File: config.mk
export PLATFORM = sky130hd
export DESIGN_NAME = owd_window_decoder
export DESIGN_NICKNAME = d
export VERILOG_FILES = /design/src/rtl/owd_pkg.sv /design/src/rtl/owd_regs.sv /design/src/rtl/owd_out_decode.sv /design/src/rtl/owd_in_steer.sv /design/src/rtl/owd_window_decoder.sv
export SDC_FILE = /design/constraint.sdc
export NUM_CORES = 1
export LEC_CHECK = 0
export BUFFER_PORTS_ARGS = -buffer_cell sky130_fd_sc_hd__buf_2
export CAP_MARGIN = 20
export CORE_MARGIN = 3
export CORE_UTILIZATION = 48
export CTS_CLUSTER_DIAMETER = 80
export DETAILED_ROUTE_END_ITERATION = 10
export GPL_ROUTABILITY_DRIVEN = 0
export PLACE_DENSITY_LB_ADDON = 0.1
export SLEW_MARGIN = 20
export SYNTH_ARGS = -nofsm -noshare
export SYNTH_HDL_FRONTEND = slang
export SYNTH_SLANG_ARGS = --single-unit
File: constraint.sdc
create_clock -name clk -period 2.9 [get_ports clk]
set_input_delay 0.145 -clock clk [delete_from_list [all_inputs] [get_ports clk]]
set_output_delay 0.145 -clock clk [all_outputs]
set_load 0.02 [all_outputs]
File: src/rtl/owd_pkg.sv
package owd_pkg;
  typedef enum logic [1:0] {
    TGT_SYS  = 2'd0,
    TGT_PCI  = 2'd1,
    TGT_NONE = 2'd2
  } tgt_e;

  localparam logic [1:0] MODE_FWD = 2'b01;
endpackage

File: src/rtl/owd_regs.sv
module owd_regs
  import owd_pkg::*;
#(
  parameter int DATA_W     = 32,
  parameter int OFS_W      = 12,
  parameter int NUM_CHUNKS = 32,
  parameter int FIRST_FWD  = 1,
  parameter int LAST_FWD   = 30,
  parameter int MODE_LSB   = 7,
  parameter logic [OFS_W-1:0] CTRL_OFS = 12'h038,
  parameter logic [OFS_W-1:0] WEN_OFS  = 12'h060
) (
  input  logic                  clk,
  input  logic                  rst_n,
  input  logic                  wr_en,
  input  logic [OFS_W-1:0]      wr_addr,
  input  logic [DATA_W-1:0]     wr_data,
  input  logic [OFS_W-1:0]      rd_addr,
  output logic [DATA_W-1:0]     rd_data,
  output logic [DATA_W-1:0]     ctrl_q,
  output logic [NUM_CHUNKS-1:0] wen_q,
  output logic                  fwd_on
);
  logic [NUM_CHUNKS-1:0] wen_mask;

  // chunks outside the forwardable span are tied off in the mask
  for (genvar i = 0; i < NUM_CHUNKS; i++) begin : g_mask
    assign wen_mask[i] = (i >= FIRST_FWD) && (i <= LAST_FWD);
  end

  always_ff @(posedge clk or negedge rst_n) begin
    if (!rst_n) begin
      ctrl_q <= '0;
      wen_q  <= '0;
    end else if (wr_en) begin
      if (wr_addr == CTRL_OFS) ctrl_q <= wr_data;
      if (wr_addr == WEN_OFS)  wen_q  <= wr_data[NUM_CHUNKS-1:0] & wen_mask;
    end
  end

  always_comb begin
    rd_data = '0;
    if (rd_addr == CTRL_OFS)     rd_data = ctrl_q;
    else if (rd_addr == WEN_OFS) rd_data[NUM_CHUNKS-1:0] = wen_q;
  end

  assign fwd_on = (ctrl_q[MODE_LSB+1:MODE_LSB] == MODE_FWD);
endmodule

File: src/rtl/owd_out_decode.sv
module owd_out_decode #(
  parameter int ADDR_W  = 32,
  parameter int CHUNK_W = 23,
  parameter int IDX_W   = 5,
  parameter logic [ADDR_W-1:0] BASE = 32'hF000_0000
) (
  input  logic                  valid,
  input  logic [ADDR_W-1:0]     addr,
  input  logic                  fwd_on,
  input  logic [(1<<IDX_W)-1:0] wen,
  output logic                  fwd,
  output logic [IDX_W-1:0]      chunk
);
  localparam int TAG_LSB = CHUNK_W + IDX_W;

  logic in_region;

  assign in_region = (addr[ADDR_W-1:TAG_LSB] == BASE[ADDR_W-1:TAG_LSB]);
  assign chunk     = addr[TAG_LSB-1:CHUNK_W];
  assign fwd       = valid & fwd_on & in_region & wen[chunk];
endmodule

File: src/rtl/owd_in_steer.sv
module owd_in_steer
  import owd_pkg::*;
#(
  parameter int ADDR_W    = 32,
  parameter int CHUNK_W   = 23,
  parameter int FIRST_FWD = 1,
  parameter int IB_CHUNKS = 31,
  parameter logic [ADDR_W-1:0] BASE = 32'hF000_0000
) (
  input  logic              valid,
  input  logic [ADDR_W-1:0] addr,
  output tgt_e              tgt,
  output logic [ADDR_W-1:0] addr_out
);
  localparam logic [ADDR_W:0] STEP = (ADDR_W+1)'(1) << CHUNK_W;
  localparam logic [ADDR_W:0] LO   = {1'b0, BASE} + (ADDR_W+1)'(FIRST_FWD) * STEP;
  localparam logic [ADDR_W:0] HI   = LO + (ADDR_W+1)'(IB_CHUNKS) * STEP;

  logic [ADDR_W:0] wide;

  assign wide     = {1'b0, addr};
  assign addr_out = addr;

  always_comb begin
    if (!valid)         tgt = TGT_NONE;
    else if (wide < LO) tgt = TGT_SYS;
    else if (wide < HI) tgt = TGT_PCI;
    else                tgt = TGT_NONE;
  end
endmodule

File: src/rtl/owd_window_decoder.sv
module owd_window_decoder
  import owd_pkg::*;
#(
  parameter int ADDR_W      = 32,
  parameter int DATA_W      = 32,
  parameter int OFS_W       = 12,
  parameter int CHUNK_W     = 23,
  parameter int IDX_W       = 5,
  parameter int FIRST_FWD   = 1,
  parameter int LAST_FWD    = 30,
  parameter int IB_CHUNKS   = 31,
  parameter int MODE_LSB    = 7,
  parameter logic [ADDR_W-1:0] BASE     = 32'hF000_0000,
  parameter logic [OFS_W-1:0]  CTRL_OFS = 12'h038,
  parameter logic [OFS_W-1:0]  WEN_OFS  = 12'h060
) (
  input  logic              clk,
  input  logic              rst_n,
  input  logic              reg_wr_en,
  input  logic [OFS_W-1:0]  reg_wr_addr,
  input  logic [DATA_W-1:0] reg_wr_data,
  input  logic [OFS_W-1:0]  reg_rd_addr,
  output logic [DATA_W-1:0] reg_rd_data,
  input  logic              ob_valid,
  input  logic [ADDR_W-1:0] ob_addr,
  output logic              ob_fwd,
  output logic [IDX_W-1:0]  ob_chunk,
  input  logic              ib_valid,
  input  logic [ADDR_W-1:0] ib_addr,
  output logic [1:0]        ib_tgt,
  output logic [ADDR_W-1:0] ib_addr_out
);
  localparam int NUM_CHUNKS = 1 << IDX_W;

  logic [DATA_W-1:0]     ctrl_q;
  logic [NUM_CHUNKS-1:0] wen_q;
  logic                  fwd_on;
  tgt_e                  ib_tgt_e;

  owd_regs #(
    .DATA_W(DATA_W), .OFS_W(OFS_W), .NUM_CHUNKS(NUM_CHUNKS),
    .FIRST_FWD(FIRST_FWD), .LAST_FWD(LAST_FWD), .MODE_LSB(MODE_LSB),
    .CTRL_OFS(CTRL_OFS), .WEN_OFS(WEN_OFS)
  ) u_regs (
    .clk(clk), .rst_n(rst_n),
    .wr_en(reg_wr_en), .wr_addr(reg_wr_addr), .wr_data(reg_wr_data),
    .rd_addr(reg_rd_addr), .rd_data(reg_rd_data),
    .ctrl_q(ctrl_q), .wen_q(wen_q), .fwd_on(fwd_on)
  );

  owd_out_decode #(
    .ADDR_W(ADDR_W), .CHUNK_W(CHUNK_W), .IDX_W(IDX_W), .BASE(BASE)
  ) u_out (
    .valid(ob_valid), .addr(ob_addr), .fwd_on(fwd_on), .wen(wen_q),
    .fwd(ob_fwd), .chunk(ob_chunk)
  );

  owd_in_steer #(
    .ADDR_W(ADDR_W), .CHUNK_W(CHUNK_W), .FIRST_FWD(FIRST_FWD),
    .IB_CHUNKS(IB_CHUNKS), .BASE(BASE)
  ) u_in (
    .valid(ib_valid), .addr(ib_addr), .tgt(ib_tgt_e), .addr_out(ib_addr_out)
  );

  assign ib_tgt = ib_tgt_e;
endmodule

**Yosys cells after proc, flatten, opt, wreduce, memory -nomap -nowiden**

Cells that the tools add are included.

- Bitwise gates (word level): 3
- Equality and inequality tests: 6
- $lt $le $gt $ge: 3
- Reduce and logical (&&, ||, !) cells: 2
- Mux-type cells: 7

Operators by type and width:

| cell | count |
|---|---|
| $lt A32 B33 Y1 const B | 1 |
| $lt A32 B32 Y1 const B | 1 |
| $mux W32 | 1 |
| $mux W31 | 1 |
| $eq A12 B6 Y1 const B | 2 |
| $eq A12 B7 Y1 const B | 2 |
| $lt A5 B6 Y1 const B | 1 |
| $mux W2 | 3 |
| $bmux W1 S5 | 1 |
| $eq A4 B4 Y1 const B | 1 |
| $reduce_and A2 Y1 | 2 |
| $and A1 B1 Y1 | 3 |
| $eq A2 B1 Y1 const B | 1 |
| $mux W1 | 1 |

- Output and inout port bits: 72
- Word-level logic and storage cells: 23
- Input bits: 125
- Register bits: 62

**Depth between registers and ports, before layout**

- Depth after elaboration: 4
- Mapped depth: 6
- Mapped depth without buffers: 4

**Modules after synthesis**

Synthesis repeated with hierarchy kept, for this count alone.

- Cell total of the unflattened synthesis: 288
- Area total of the unflattened synthesis: 3479.6 µm²

Modules (own cells, without submodules):

| module | area each (µm²) | cells each | times used | seq. area each (µm²) |
|---|---|---|---|---|
| owd_regs | 2845.2 | 221 | 1 | 1551.5 |
| owd_out_decode | 360.3 | 30 | 1 | 0.0 |
| owd_in_steer | 274.0 | 37 | 1 | 0.0 |

**Worst setup path after synthesis**

No wires, ideal clock.

- Path type: input port to output port
- Start: input ob_addr[23]
- End: output ob_fwd
- Arrival: 1958 ps
- Required time: 2755 ps
- Path buffers: 1
- Path slack: 797 ps
- Stages: 5
- Cells stage by stage: buf_2 > mux4_2 > nand2b_1 > a31oi_1 > a2111oi_0

- Longest elaborated chain between the ends: 3

Ends and longest elaborated chain:

| item | RTL line | RTL |
|---|---|---|
| start: declaration | owd_window_decoder.sv:25 | `input logic [ADDR_W-1:0] ob_addr,` |
| $bmux W1 S5 | owd_out_decode.sv:20 | `assign fwd = valid & fwd_on & in_region & wen[chunk];` |
| $mux W1 (implied by the code) | owd_out_decode.sv:20 |  |
| $and A1 B1 Y1 | owd_out_decode.sv:20 |  |
| end: declaration | owd_window_decoder.sv:26 | `output logic ob_fwd,` |

Every way passes these cells. The select of a mux whose other input is x is not followed.

**Worst setup path in the final report**

- Start: input reg_rd_addr[10]
- End: output reg_rd_data[1]

- Longest elaborated chain between the ends: 3
- Elaborated cells between the ends (all ways): 4
- Those cells by class: 2 x eq/ne; 2 x mux

Ends and longest elaborated chain:

| item | RTL line | RTL |
|---|---|---|
| start: declaration | owd_window_decoder.sv:22 | `input logic [OFS_W-1:0] reg_rd_addr,` |
| $eq A12 B7 Y1 | owd_regs.sv:44 | `else if (rd_addr == WEN_OFS) rd_data[NUM_CHUNKS-1:0] = wen_q;` |
| $mux W31 | owd_regs.sv:44 |  |
| $mux W32 * | owd_regs.sv:43 | `if (rd_addr == CTRL_OFS) rd_data = ctrl_q;` |
| end: declaration | owd_window_decoder.sv:23 | `output logic [DATA_W-1:0] reg_rd_data,` |

Mark *: on every way between the ends. The rest lies on a longest branch, timed or not.

==> results.cfg <==
[status]
status = finished clean

[die]
die-area_sq_mm = 0.00816
start_util = 0.500
core.rowCount = 30
core_sq_mm = 0.00683
ios = 197
dieHeight_um = 90.4
die_w_um = 90.4

[clock_network]
clockRootBuffer = clkbuf_8
cts_setup_buffers = 0
cts_tree = done
clk_pin_slew_ns = 0.07
cts_max_level = 3
worstSkewPairLatency_ns = 0.33
cts.sinks = 62
cts-buffers-inserted = 9
cts_buffer_depth = 2

[setup_path]
crit_start = reg_rd_addr[10]
reg2reg_depth = 1
slowest_stage = nor4_1
critPathKind = in -> out
endpoint_kind = output pin
r2r_slack_ns = 2.09
rr_endpoint = u_regs.ctrl_q[7]$_DFFE_PN0P_
crit_chain = buf_2 -> nor4_1 -> nand4b_1 -> nor4b_2 -> buf_4 -> a22o_1 -> buf_2
crit_required_ns = 2.76
reg2reg_from = u_regs.ctrl_q[7]$_DFFE_PN0P_
endpoint = reg_rd_data[1]
cp.depth = 7
cp_data_arrival_time_ns = 2.09
cp_common_cell = buf_2
slowest_delay_ns = 0.50
cp_max_fo = 30
startpoint_type = input pin
worst-path-buf-inv = 3
critical-path-top-delay-family = simple AND/OR/NAND/NOR gates

[routing]
routed_wirelength_um = 8220
drc = 0
first_iter_violations = 78
vias = 2406
routedWlPerCell_um = 18.4
drtAntennaViolNets = 0
vias_per_cell = 5.39
dr.pass1.iters = 4

[logic_synthesis]
synth_cells = 254
synth_mux_area_frac = 0.286
synth_seq_cells = 62
async_reset_ff_frac = 1.00
yosysWarnings = 0
synth.distinct_cells = 37
avgSynthCellArea_sq_um = 13.4
synth_top_family_by_area = multiplexers
synth_compound_area_frac = 0.0945
seq_area_frac_synth = 0.454
syn-cell-area_sq_mm = 0.00342
synth_ff_type = dfrtp_1
synth.top_cell.area_share = 0.454
synth_enable_flop_cells = 0
synth_top_cell_by_area = dfrtp_1
synth_area_leaders = dfrtp_1 45%, mux2_4 13%, mux2_2 11%, buf_4 8.1%, a22o_1 7.7%
syn-num-nets = 379
synth-xor-area-share = 0
synth_simple_gate_area_share = 0.0502
synth_fa_ha_area_frac = 0

[timing]
setup_tns_ns = 0
slew_headroom = 0.588
fin_crit_sh = 0.769
report.final.slew_viol_count = 0
hold_violations = 0
rsz0062_at_grt = no
clock.fmax_mhz = 448
worst_clock_skew_ns = 0
period_needed_ns = 2.23
worst_pin_slew_ns = 0.619
setup_violations = 0

[global_route]
grt_max_degree = 34
antenna_found_initial = 0
first_global_vias = 2565
overflow = 0
grt_pass1_wl_um = 13000
grt_usage = 0.203

[flow_run]
max-cap-violations = 0

[finish]
post-route-util = 0.597
finalNetCount = 470
antenna_cells = 0
layout_commonest_cell = buf_2
final_area_sq_mm = 0.00408
final_cell_mix = 127 x buf_2, 62 x dfrtp_1, 32 x mux2_2
drive_above_1_share = 0.623
area_growth_pct = 19.4

[power_and_ir_drop]
p_leak_uw = 0.00228
irDropWorstVdd_mv = 0.257
p_per_area_mw_per_mm2 = 461

[place]
placed_area_sq_mm = 0.00383
numPortBuffers = 127
dp_hpwl_um = 5720

[min_path]
worstHoldPathType = in -> reg
-- stage by stage --
step,worst slack (ns),power (uW),hold slack (ns),std cells
detailed placement,0.662,1030,0.190,429
CTS,0.660,1900,0.0311,446
floorplan,0.797,989,-0.151,254
finish,0.668,1880,0.0472,446
global route,0.555,1960,0.0256,446
global placement,0.687,1020,0.192,429
-- report_power, final --
| part | switching, uW | internal [uW] |
|---|---|---|
| clock | 317 | 554 |
| sequential | 2.50 | 869 |
| combinational | 75.0 | 62.5 |
-- layer usage --
| layer | vias up | global-route usage | wire (um) |
|---|---|---|---|
| li1 | 1084 | - | - |
| met1 | 1211 | 0.233 | 3190 |
| met2 | 92 | 0.355 | 4220 |
| met3 | 19 | 0.0733 | 672 |
| met4 | 0 | 0.0625 | 141 |
| met5 | - | 0 | 0 |
-- worst min path at each step --
stage | endpoint | slack, ns | from | cells past startpoint
floorplan | u_regs.ctrl_q[0]$_DFFE_PN0P_ | -0.15 | rst_n | 0
global placement | u_regs.ctrl_q[24]$_DFFE_PN0P_ | 0.19 | rst_n | 2
detailed placement | u_regs.ctrl_q[26]$_DFFE_PN0P_ | 0.19 | rst_n | 2
CTS | u_regs.ctrl_q[31]$_DFFE_PN0P_ | 0.03 | reg_wr_data[31] | 2
global route | u_regs.ctrl_q[31]$_DFFE_PN0P_ | 0.03 | reg_wr_data[31] | 2
finish | u_regs.ctrl_q[31]$_DFFE_PN0P_ | 0.05 | reg_wr_data[31] | 2
-- layout make-up --
class / count / area [sq um]
multi-input cells: 137 / 1480
clock inverters: 3 / 65.1
well taps: 96 / 120
inverters: 2 / 7.51
clock buffers: 13 / 169
flip-flops and latches: 62 / 1550
fillers: 591 / 2750
repair buffers: 133 / 683
-- synthesized netlist by cell type, types with 3 or more instances --
master    number
a22o_1        30
buf_4         37
buf_6          6
clkbuf_1       7
dfrtp_1       62
mux2_2        32
mux2_4        30
mux2i_1        3
mux4_2         5
nand2_1        5
nor3_1         3
-- registers in the layout, indices dropped and copies added, names as in the netlist --
signal	flops
u_regs.ctrl_q	32
u_regs.wen_q	30
-- timing repair --
item,in CTS,in global routing
setup endpoints to repair,0,0
hold buffers,1,0
gates resized for setup,0,0
endpoints found under the hold margin,62,0
-- cell families (layout without fill, tap and decap cells) --
logic type             count (synthesis)  count (layout)
AO/OA/AOI/OAI                         38              38
buffers and inverters                 55             151
flip-flops                            62              62
multiplexers                          72              72
AND/OR/NAND/NOR                       27              27
(Power assumes the default switching activity.)
